### config.mk
export PLATFORM = sky130hd
export DESIGN_NAME = trap_cond_unit
export DESIGN_NICKNAME = d
export VERILOG_FILES = /design/src/rtl/trap_cond_unit.sv
export SDC_FILE = /design/constraint.sdc
export NUM_CORES = 1
export LEC_CHECK = 0
export BUFFER_PORTS_ARGS = -buffer_cell sky130_fd_sc_hd__buf_4
export CAP_MARGIN = 0
export CORE_ASPECT_RATIO = 0.8
export CORE_MARGIN = 2
export CORE_UTILIZATION = 52
export DETAILED_ROUTE_END_ITERATION = 16
export GPL_ROUTABILITY_DRIVEN = 0
export PLACE_DENSITY = 0.91
export REMOVE_ABC_BUFFERS = 1
export SETUP_SLACK_MARGIN = 0.1
export SYNTH_ARGS = -nofsm -noshare
export SYNTH_HDL_FRONTEND = slang
export SYNTH_SLANG_ARGS = --single-unit
### constraint.sdc
create_clock -name vclk -period 8.3
set_input_delay 0.415 -clock vclk [all_inputs]
set_output_delay 0.415 -clock vclk [all_outputs]
set_load 0.01 [all_outputs]
### src/rtl/trap_cond_unit.sv
module trap_cond_unit #(
  parameter int DATA_W   = 64,
  parameter int HALF_W   = 32,
  parameter int INSN_W   = 32,
  parameter int FIELD_LO = 21,
  parameter int KIND_W   = 5
) (
  input  logic [DATA_W-1:0] opnd_a,
  input  logic [DATA_W-1:0] opnd_b,
  input  logic              narrow_mode,
  input  logic [INSN_W-1:0] insn_word,
  input  logic [KIND_W-1:0] force_kind,
  output logic              take_trap,
  output logic [4:0]        rel_flags
);
  localparam int UPPER_W = DATA_W - HALF_W;

  logic [4:0]        field;
  logic [DATA_W-1:0] sa, sb, za, zb;
  logic              slt, sgt, eq, ult, ugt;

  assign field = insn_word[FIELD_LO +: 5];

  assign sa = narrow_mode ? {{UPPER_W{opnd_a[HALF_W-1]}}, opnd_a[HALF_W-1:0]} : opnd_a;
  assign sb = narrow_mode ? {{UPPER_W{opnd_b[HALF_W-1]}}, opnd_b[HALF_W-1:0]} : opnd_b;
  assign za = narrow_mode ? {{UPPER_W{1'b0}}, opnd_a[HALF_W-1:0]} : opnd_a;
  assign zb = narrow_mode ? {{UPPER_W{1'b0}}, opnd_b[HALF_W-1:0]} : opnd_b;

  assign slt = $signed(sa) < $signed(sb);
  assign sgt = $signed(sa) > $signed(sb);
  assign ult = za < zb;
  assign ugt = za > zb;
  assign eq  = za == zb;

  assign rel_flags = {slt, sgt, eq, ult, ugt};
  assign take_trap = (|force_kind) | (|(rel_flags & field));
endmodule

Word-level counts from Yosys, hierarchy flattened
Cells that the tools add are included.
{"block": "classes", "n_reduce_logical": 2, "n_lt_le_gt_ge": 4, "n_eq_ne": 1, "n_bitwise": 2, "muxes": 4}
{"op": "64-bit two-way mux", "count": 4}
{"op": "64-bit > comparator", "count": 2}
{"op": "64-bit < comparator", "count": 2}
{"op": "64-bit == test", "count": 1}
{"op": "5-bit OR reduction", "count": 2}
{"op": "5-bit bitwise AND", "count": 1}
{"op": "1-bit bitwise OR", "count": 1}
{"block": "totals", "ff_bits": 0, "out_inout_bits": 6, "wordCells": 13, "in_bits": 166}

Longest topological paths before layout
Gate-level depths: netlist (run 1).
{"block": "logic_depth", "word_depth": 5, "depth_mapped": 16, "depth_no_buf": 13}

Worst setup path after synthesis (run 1)
Ideal clock, no wire load.
{"block": "synth_timing", "path_kind": "in2out", "from": "input port narrow_mode", "to": "output port take_trap", "path_stages": 14, "t_required_ns": 7.885, "arrival_time_ns": 3.106, "n_path_buf": 3, "setup_slack_ns": 4.779, "cell_sequence": "clkbuf_1 -> inv_1 -> clkbuf_1 -> clkbuf_1 -> nand2_1 -> ha_1 -> nand4_2 -> nor4_4 -> nand3_2 -> nor4_2 -> a311oi_1 -> and4b_4 -> or3b_1 -> o2111ai_1"}
{"block": "synth_via", "elab_chain_cells": 5, "elab_cells_between_ends": 12, "cone_classes": "order compare: 4; eq/ne: 1; mux: 4; bitwise: 2; reduce/logical: 1"}
{"item": "start: declaration", "line": "10", "source": "input logic narrow_mode,"}
{"item": "64-bit two-way mux, on equally long branches", "line": "26, 27"}
{"item": "64-bit < comparator *", "line": "31", "source": "assign ult = za < zb;"}
{"item": "via ult", "line": "20", "source": "logic slt, sgt, eq, ult, ugt;"}
{"item": "5-bit bitwise AND *", "line": "36", "source": "assign take_trap = (|force_kind) | (|(rel_flags & field));"}
{"item": "5-bit OR reduction *", "line": "36"}
{"item": "1-bit bitwise OR *", "line": "36"}
{"item": "end: declaration", "line": "13", "source": "output logic take_trap,"}
The timed path passes the listed nets; every way through them passes the cells marked *.

Worst setup path after layout (run 1)
{"block": "layout_timing", "from": "input port narrow_mode", "to": "output port take_trap"}
{"block": "layout_via", "elab_chain_cells": 5, "elab_cells_between_ends": 12, "cone_classes": "order compare: 4; eq/ne: 1; mux: 4; bitwise: 2; reduce/logical: 1"}
{"item": "64-bit two-way mux, on equally long branches"}
{"item": "64-bit > comparator (tied with other cells)", "line": "32", "source": "assign ugt = za > zb;"}
{"item": "5-bit bitwise AND *", "line": "36"}
{"item": "5-bit OR reduction *", "line": "36"}
{"item": "1-bit bitwise OR *", "line": "36"}
Every way passes the cells marked *; elsewhere a longest branch is shown, timed or not.

==> results of run 1 <==
[tightest hold or removal path: stages]
cell       delay [ps]
buf_4              80
a221oi_1           60
o2111ai_1          90
buf_4             120
[synth_stat cells (all sizes together)]
cell and instances:
a21boi 1, o21a 1, clkbuf 16, nor2 17, o2bb2ai 1, nor3b 1, o21bai 2, nand3 8
a221o 1, and4 2, o41ai 1, o31ai 1, buf 9, and4b 1, inv 39, nor2b 35
mux2i 1, a2111oi 1, or3b 1, nor4 4, a311oi 1, a21oi 71, or4 1, o32a 1
or3 1, xnor2 1, a221oi 3, o2111ai 1, and3 1, nand2 59, nand4b 1, nor3 4
a21o 39, nand3b 1, nand4 18, ha 96, o21ai 14, a211oi 4
[power breakdown]
| part | switching [W] | total (W) | internal, W |
|---|---|---|---|
| sequential | 0 | 0 | 0 |
| combinational | 0.000120 | 0.000244 | 0.000124 |
| clock | 0 | 0 | 0 |
| total | 0.000120 | 0.000244 | 0.000124 |
[layer usage]
metal / global-route usage / up-vias / part of all wire
met1: 0.347 / 1745 / 0.42
met5: 0 / - / 0
met2: 0.536 / 157 / 0.50
li1: - / 1902 / -
met4: 0.0398 / 0 / 0.012
met3: 0.0213 / 18 / 0.063
[per-stage QoR]
stage	util	instances	setup WS, ps	total power, W	area [um^2]
final	0.727	663	4100	0.000244	4320
after global routing	0.727	663	3850	0.000275	4320
after CTS	0.727	663	4160	0.000243	4320
after detailed placement	0.727	663	4170	0.000241	4320
after global placement	0.727	663	4260	0.000230	4320
after floorplan	-	435	3830	0.000139	3110
[worst paths after layout]
| kind | endpoint | slack (ps) |
|---|---|---|
| min | take_trap | 1180 |
| max | take_trap | 4100 |
[cells by family after synthesis]
kind of cell	Yosys count	synth area share
muxes	1	0.00310
xor gates and xnor gates	1	0.00272
adders and majority gates	96	0.372
and+or+nand+nor	155	0.266
buffers and inverters	64	0.0803
AOI/OAI and AO/OA	143	0.275
[layout make-up]
type,instances,area share
repair buffers,147,0.255
inverters,39,0.0339
well taps,81,0.0235
multi-input cells,396,0.687
==> impl_metrics.yaml, run 1 <==
outcome:
  status: "finished, final reports clean"
clock_network:
  cts_setup_buffers: 0
  holdBufCountCts: 0
  cts_resized: 0
timing:
  setup_violations: 0
  tightest_slew_ps: 622
  hold_slack_ps: 1180
  fin_tns_setup_ps: 0
  slew_headroom: 0.585
  fin_crit_sh: 0.506
  max_freq_mhz: 238
  drv_slew: 0
  rsz0062_at_grt: "no"
  finalHoldViolations: 0
  period_needed_ps: 4200
synthesis:
  yosysUniqueCellTypes: 46
  postSynthAreaPerCell_um2: 7.01
  synth_cells: 460
  ys_seq_area_frac: 0
  synth_area_leaders: "ha_1 (37%), a21oi_1 (11%), a21o_1 (9.1%)"
  yosys_warnings: 0
  yosysTopAreaCell: "ha_1"
  synth.top_cell.area_share: 0.372
  syn_area_um2: 3230
worst_setup_path:
  cp-end-kind: "output port"
  cp_slowest_cell: "buf_4"
  start_kind: "input port"
  cp_num_cells: 14
  worst-setup-path-type: "input port to output port"
  worstPathRequired_ps: 7890
  crit_family: "simple AND/OR/NAND/NOR gates"
  critPathLaunch: "narrow_mode"
  cpMostUsedCell: "buf_4"
  critPathMaxFanout: 65
  critPathArrivalTime_ps: 3790
  worst-path-buf-inv: 4
  cpPeakStageDelay_ps: 510
  path_cells: "buf_4 > inv_1 > buf_4 > nand2_1 > ha_1 > nand4_2 > nor4_4 > nand3_2 > nor4_2 > a311oi_1 > and4b_4 > or3b_1 > o2111ai_1 > buf_4"
die:
  dieWidth_um: 92.1
  num_rows: 25
  die_h_um: 74.4
  ios: 172
  initial_core_util: 0.543
  die_area_um2: 6850
  coreArea_um2: 5940
min_path:
  hold_depth: 4
  hp-class: "input port to output port"
  hp-start: "insn_word[22]"
grt:
  grt_pass1_wl_mm: 16.1
  overflow: 0
  grt_use_total: 0.276
  grt_max_degree: 66
  grt_pass1_vias: 3787
  grt_antenna_before_repair: 0
routing:
  avgRoutedWirePerCell_um: 14.3
  ant_nets: 0
  num_vias: 3822
  dr.pass1.iters: 4
  drc_errors: 0
  wl_mm: 9.46
  drtIter0Drc: 169
  viasPerCell: 5.76
power_and_ir_drop:
  power_density_nw_per_um2: 56.4
  leakagePower_nw: 2.44
  peakVddDrop_uv: 40.6
finish:
  n_antenna_cell: 0
  drive_gt1_frac: 0.280
  multi_input_area_um2: 2970
  syn2layout_area_growth_pct: 33.9
  layout_commonest_cell: "buf_4"
  fin_nets: 846
  n_fill_cell: 500
  layout_common_cells: "buf_4 (147), ha_1 (96), a21oi_1 (71)"
  seq_cell_count: 0
  clock_buffers: 0
  ff_latch_area_um2: 0
placed_design:
  io_buffers: 145
  dp_hpwl_mm: 8.00
job:
  drv_cap: 0
No activity file was read; power rests on OpenSTA's default activity.
==> run 2, diff against run 1 <==
--- a/config.mk
+++ b/config.mk
@@ -9,10 +9,10 @@
 export CAP_MARGIN = 0
 export CORE_ASPECT_RATIO = 0.8
 export CORE_MARGIN = 2
-export CORE_UTILIZATION = 52
+export CORE_UTILIZATION = 48
 export DETAILED_ROUTE_END_ITERATION = 16
 export GPL_ROUTABILITY_DRIVEN = 0
-export PLACE_DENSITY = 0.91
+export PLACE_DENSITY = 0.85
 export REMOVE_ABC_BUFFERS = 1
 export SETUP_SLACK_MARGIN = 0.1
 export SYNTH_ARGS = -nofsm -noshare
==> constraint.sdc (replaced) <==
create_clock -name vclk -period 4
set_input_delay 0.2 -clock vclk [all_inputs]
set_output_delay 0.2 -clock vclk [all_outputs]
set_load 0.01 [all_outputs]
==> impl_metrics.yaml, run 2 (synthesized netlist as in run 1, its figures left out) <==
power_and_ir_drop:
  power_w: 0.000512
  power_density_nw_per_um2: 118
  leakagePower_nw: 2.46
  peakVddDrop_uv: 75.1
grt:
  grt_pass1_wl_mm: 16.0
  grt_pass1_vias: 3746
  grt_use_total: 0.256
  overflow: 0
  grt_max_degree: 65
  grt_antenna_before_repair: 0
die:
  dieWidth_um: 95.7
  die_area_um2: 7400
  ios: 172
  coreArea_um2: 6440
  num_rows: 26
  initial_core_util: 0.501
  die_h_um: 77.3
worst_setup_path:
  worst-setup-path-type: "input port to output port"
  critPathMaxFanout: 42
  cp_slowest_cell: "nor4_2"
  path_cells: "buf_4 > inv_1 > nor2_2 > buf_4 > a21oi_1 > ha_1 > nand4_1 > nor4_2 > nand3_1 > o32a_1 > nand3_1 > nor3b_2 > xnor2_1 > inv_1 > nor2_1 > buf_4"
  start_kind: "input port"
  critPathArrivalTime_ps: 3280
  cpMostUsedCell: "buf_4"
  cpPeakStageDelay_ps: 410
  worst-path-buf-inv: 5
  worstPathRequired_ps: 3800
  cp_num_cells: 16
  critPathLaunch: "narrow_mode"
  cp-end-kind: "output port"
  crit_family: "simple AND/OR/NAND/NOR gates"
  endpoint: "rel_flags[3]"
clock_network:
  holdBufCountCts: 0
  cts_setup_buffers: 0
  cts_resized: 0
min_path:
  hp-class: "input port to output port"
finish:
  utilization: 0.677
  fin_nets: 849
  clock_buffers: 0
  drive_gt1_frac: 0.284
  layout_commonest_cell: "buf_4"
  layout_common_cells: "buf_4 (149), ha_1 (96), a21oi_1 (71)"
  n_antenna_cell: 0
  n_fill_cell: 533
  syn2layout_area_growth_pct: 35.1
  ff_latch_area_um2: 0
  seq_cell_count: 0
routing:
  drtIter0Drc: 164
  wl_mm: 9.83
  dr.pass1.iters: 5
  num_vias: 3749
  avgRoutedWirePerCell_um: 14.7
  viasPerCell: 5.60
  drc_errors: 0
  ant_nets: 0
timing:
  finalHoldViolations: 0
  max_freq_mhz: 287
  drv_slew: 0
  slew_headroom: 0.667
  period_needed_ps: 3480
  setup_violations: 0
  rsz0062_at_grt: "no"
  fin_crit_sh: 0.870
  tightest_slew_ps: 499
outcome:
  status: "finished, final reports clean"
placed_design:
  dp_hpwl_mm: 8.33
  io_buffers: 145
job:
  drv_cap: 0
run 2: changes by cell type in the layout (fill, tap and decap cells not counted):
cell	previous run	this run
buf_12	0	1
buf_4	147	149
run 2: how the worst min path moves through the flow:
stage | from | endpoint | slack, ps | cells after the start
after floorplan | insn_word[22] | take_trap | 590 | 2
after global placement | insn_word[22] | take_trap | 740 | 4
after detailed placement | insn_word[22] | take_trap | 750 | 4
after CTS | insn_word[22] | take_trap | 750 | 4
after global routing | insn_word[22] | take_trap | 760 | 4
final | insn_word[22] | take_trap | 750 | 4
run 2: cell type report:
cell class | count | area [um^2] | area share
inverter | 39 | 146 | 0.0336
multi-input combinational | 396 | 2970 | 0.681
tap | 84 | 105 | 0.0241
timing repair buffer | 150 | 1140 | 0.261
run 2: metal layers:
metal / vias up / global-route usage / part of all wire
li1: 1918 / - / -
met3: 16 / 0.0167 / 0.057
met4: 0 / 0.0414 / 0.015
met1: 1686 / 0.334 / 0.44
met2: 129 / 0.461 / 0.49
met5: - / 0 / 0
run 2: report_power, final:
part           internal (W)  switching [W]
clock network             0              0
logic              0.000260       0.000252
registers                 0              0
run 2: tightest hold or removal path, stage by stage:
cell and delay [ps]:
buf_4 80, a221oi_1 70, o2111ai_1 80, buf_4 120
run 2: stage by stage:
stage | TNS (ps) | setup slack (ps) | cell area, um^2 | hold slack [ps] | cells
5_1_grt | 0 | 203 | 4360 | 760 | 669
3_3_place_gp | 0 | 625 | 4360 | 742 | 669
2_1_floorplan | -41.8 | -41.8 | 3110 | 585 | 435
6_report | 0 | 521 | 4360 | 745 | 669
4_1_cts | 0 | 533 | 4360 | 751 | 669
3_5_place_dp | 0 | 549 | 4360 | 752 | 669
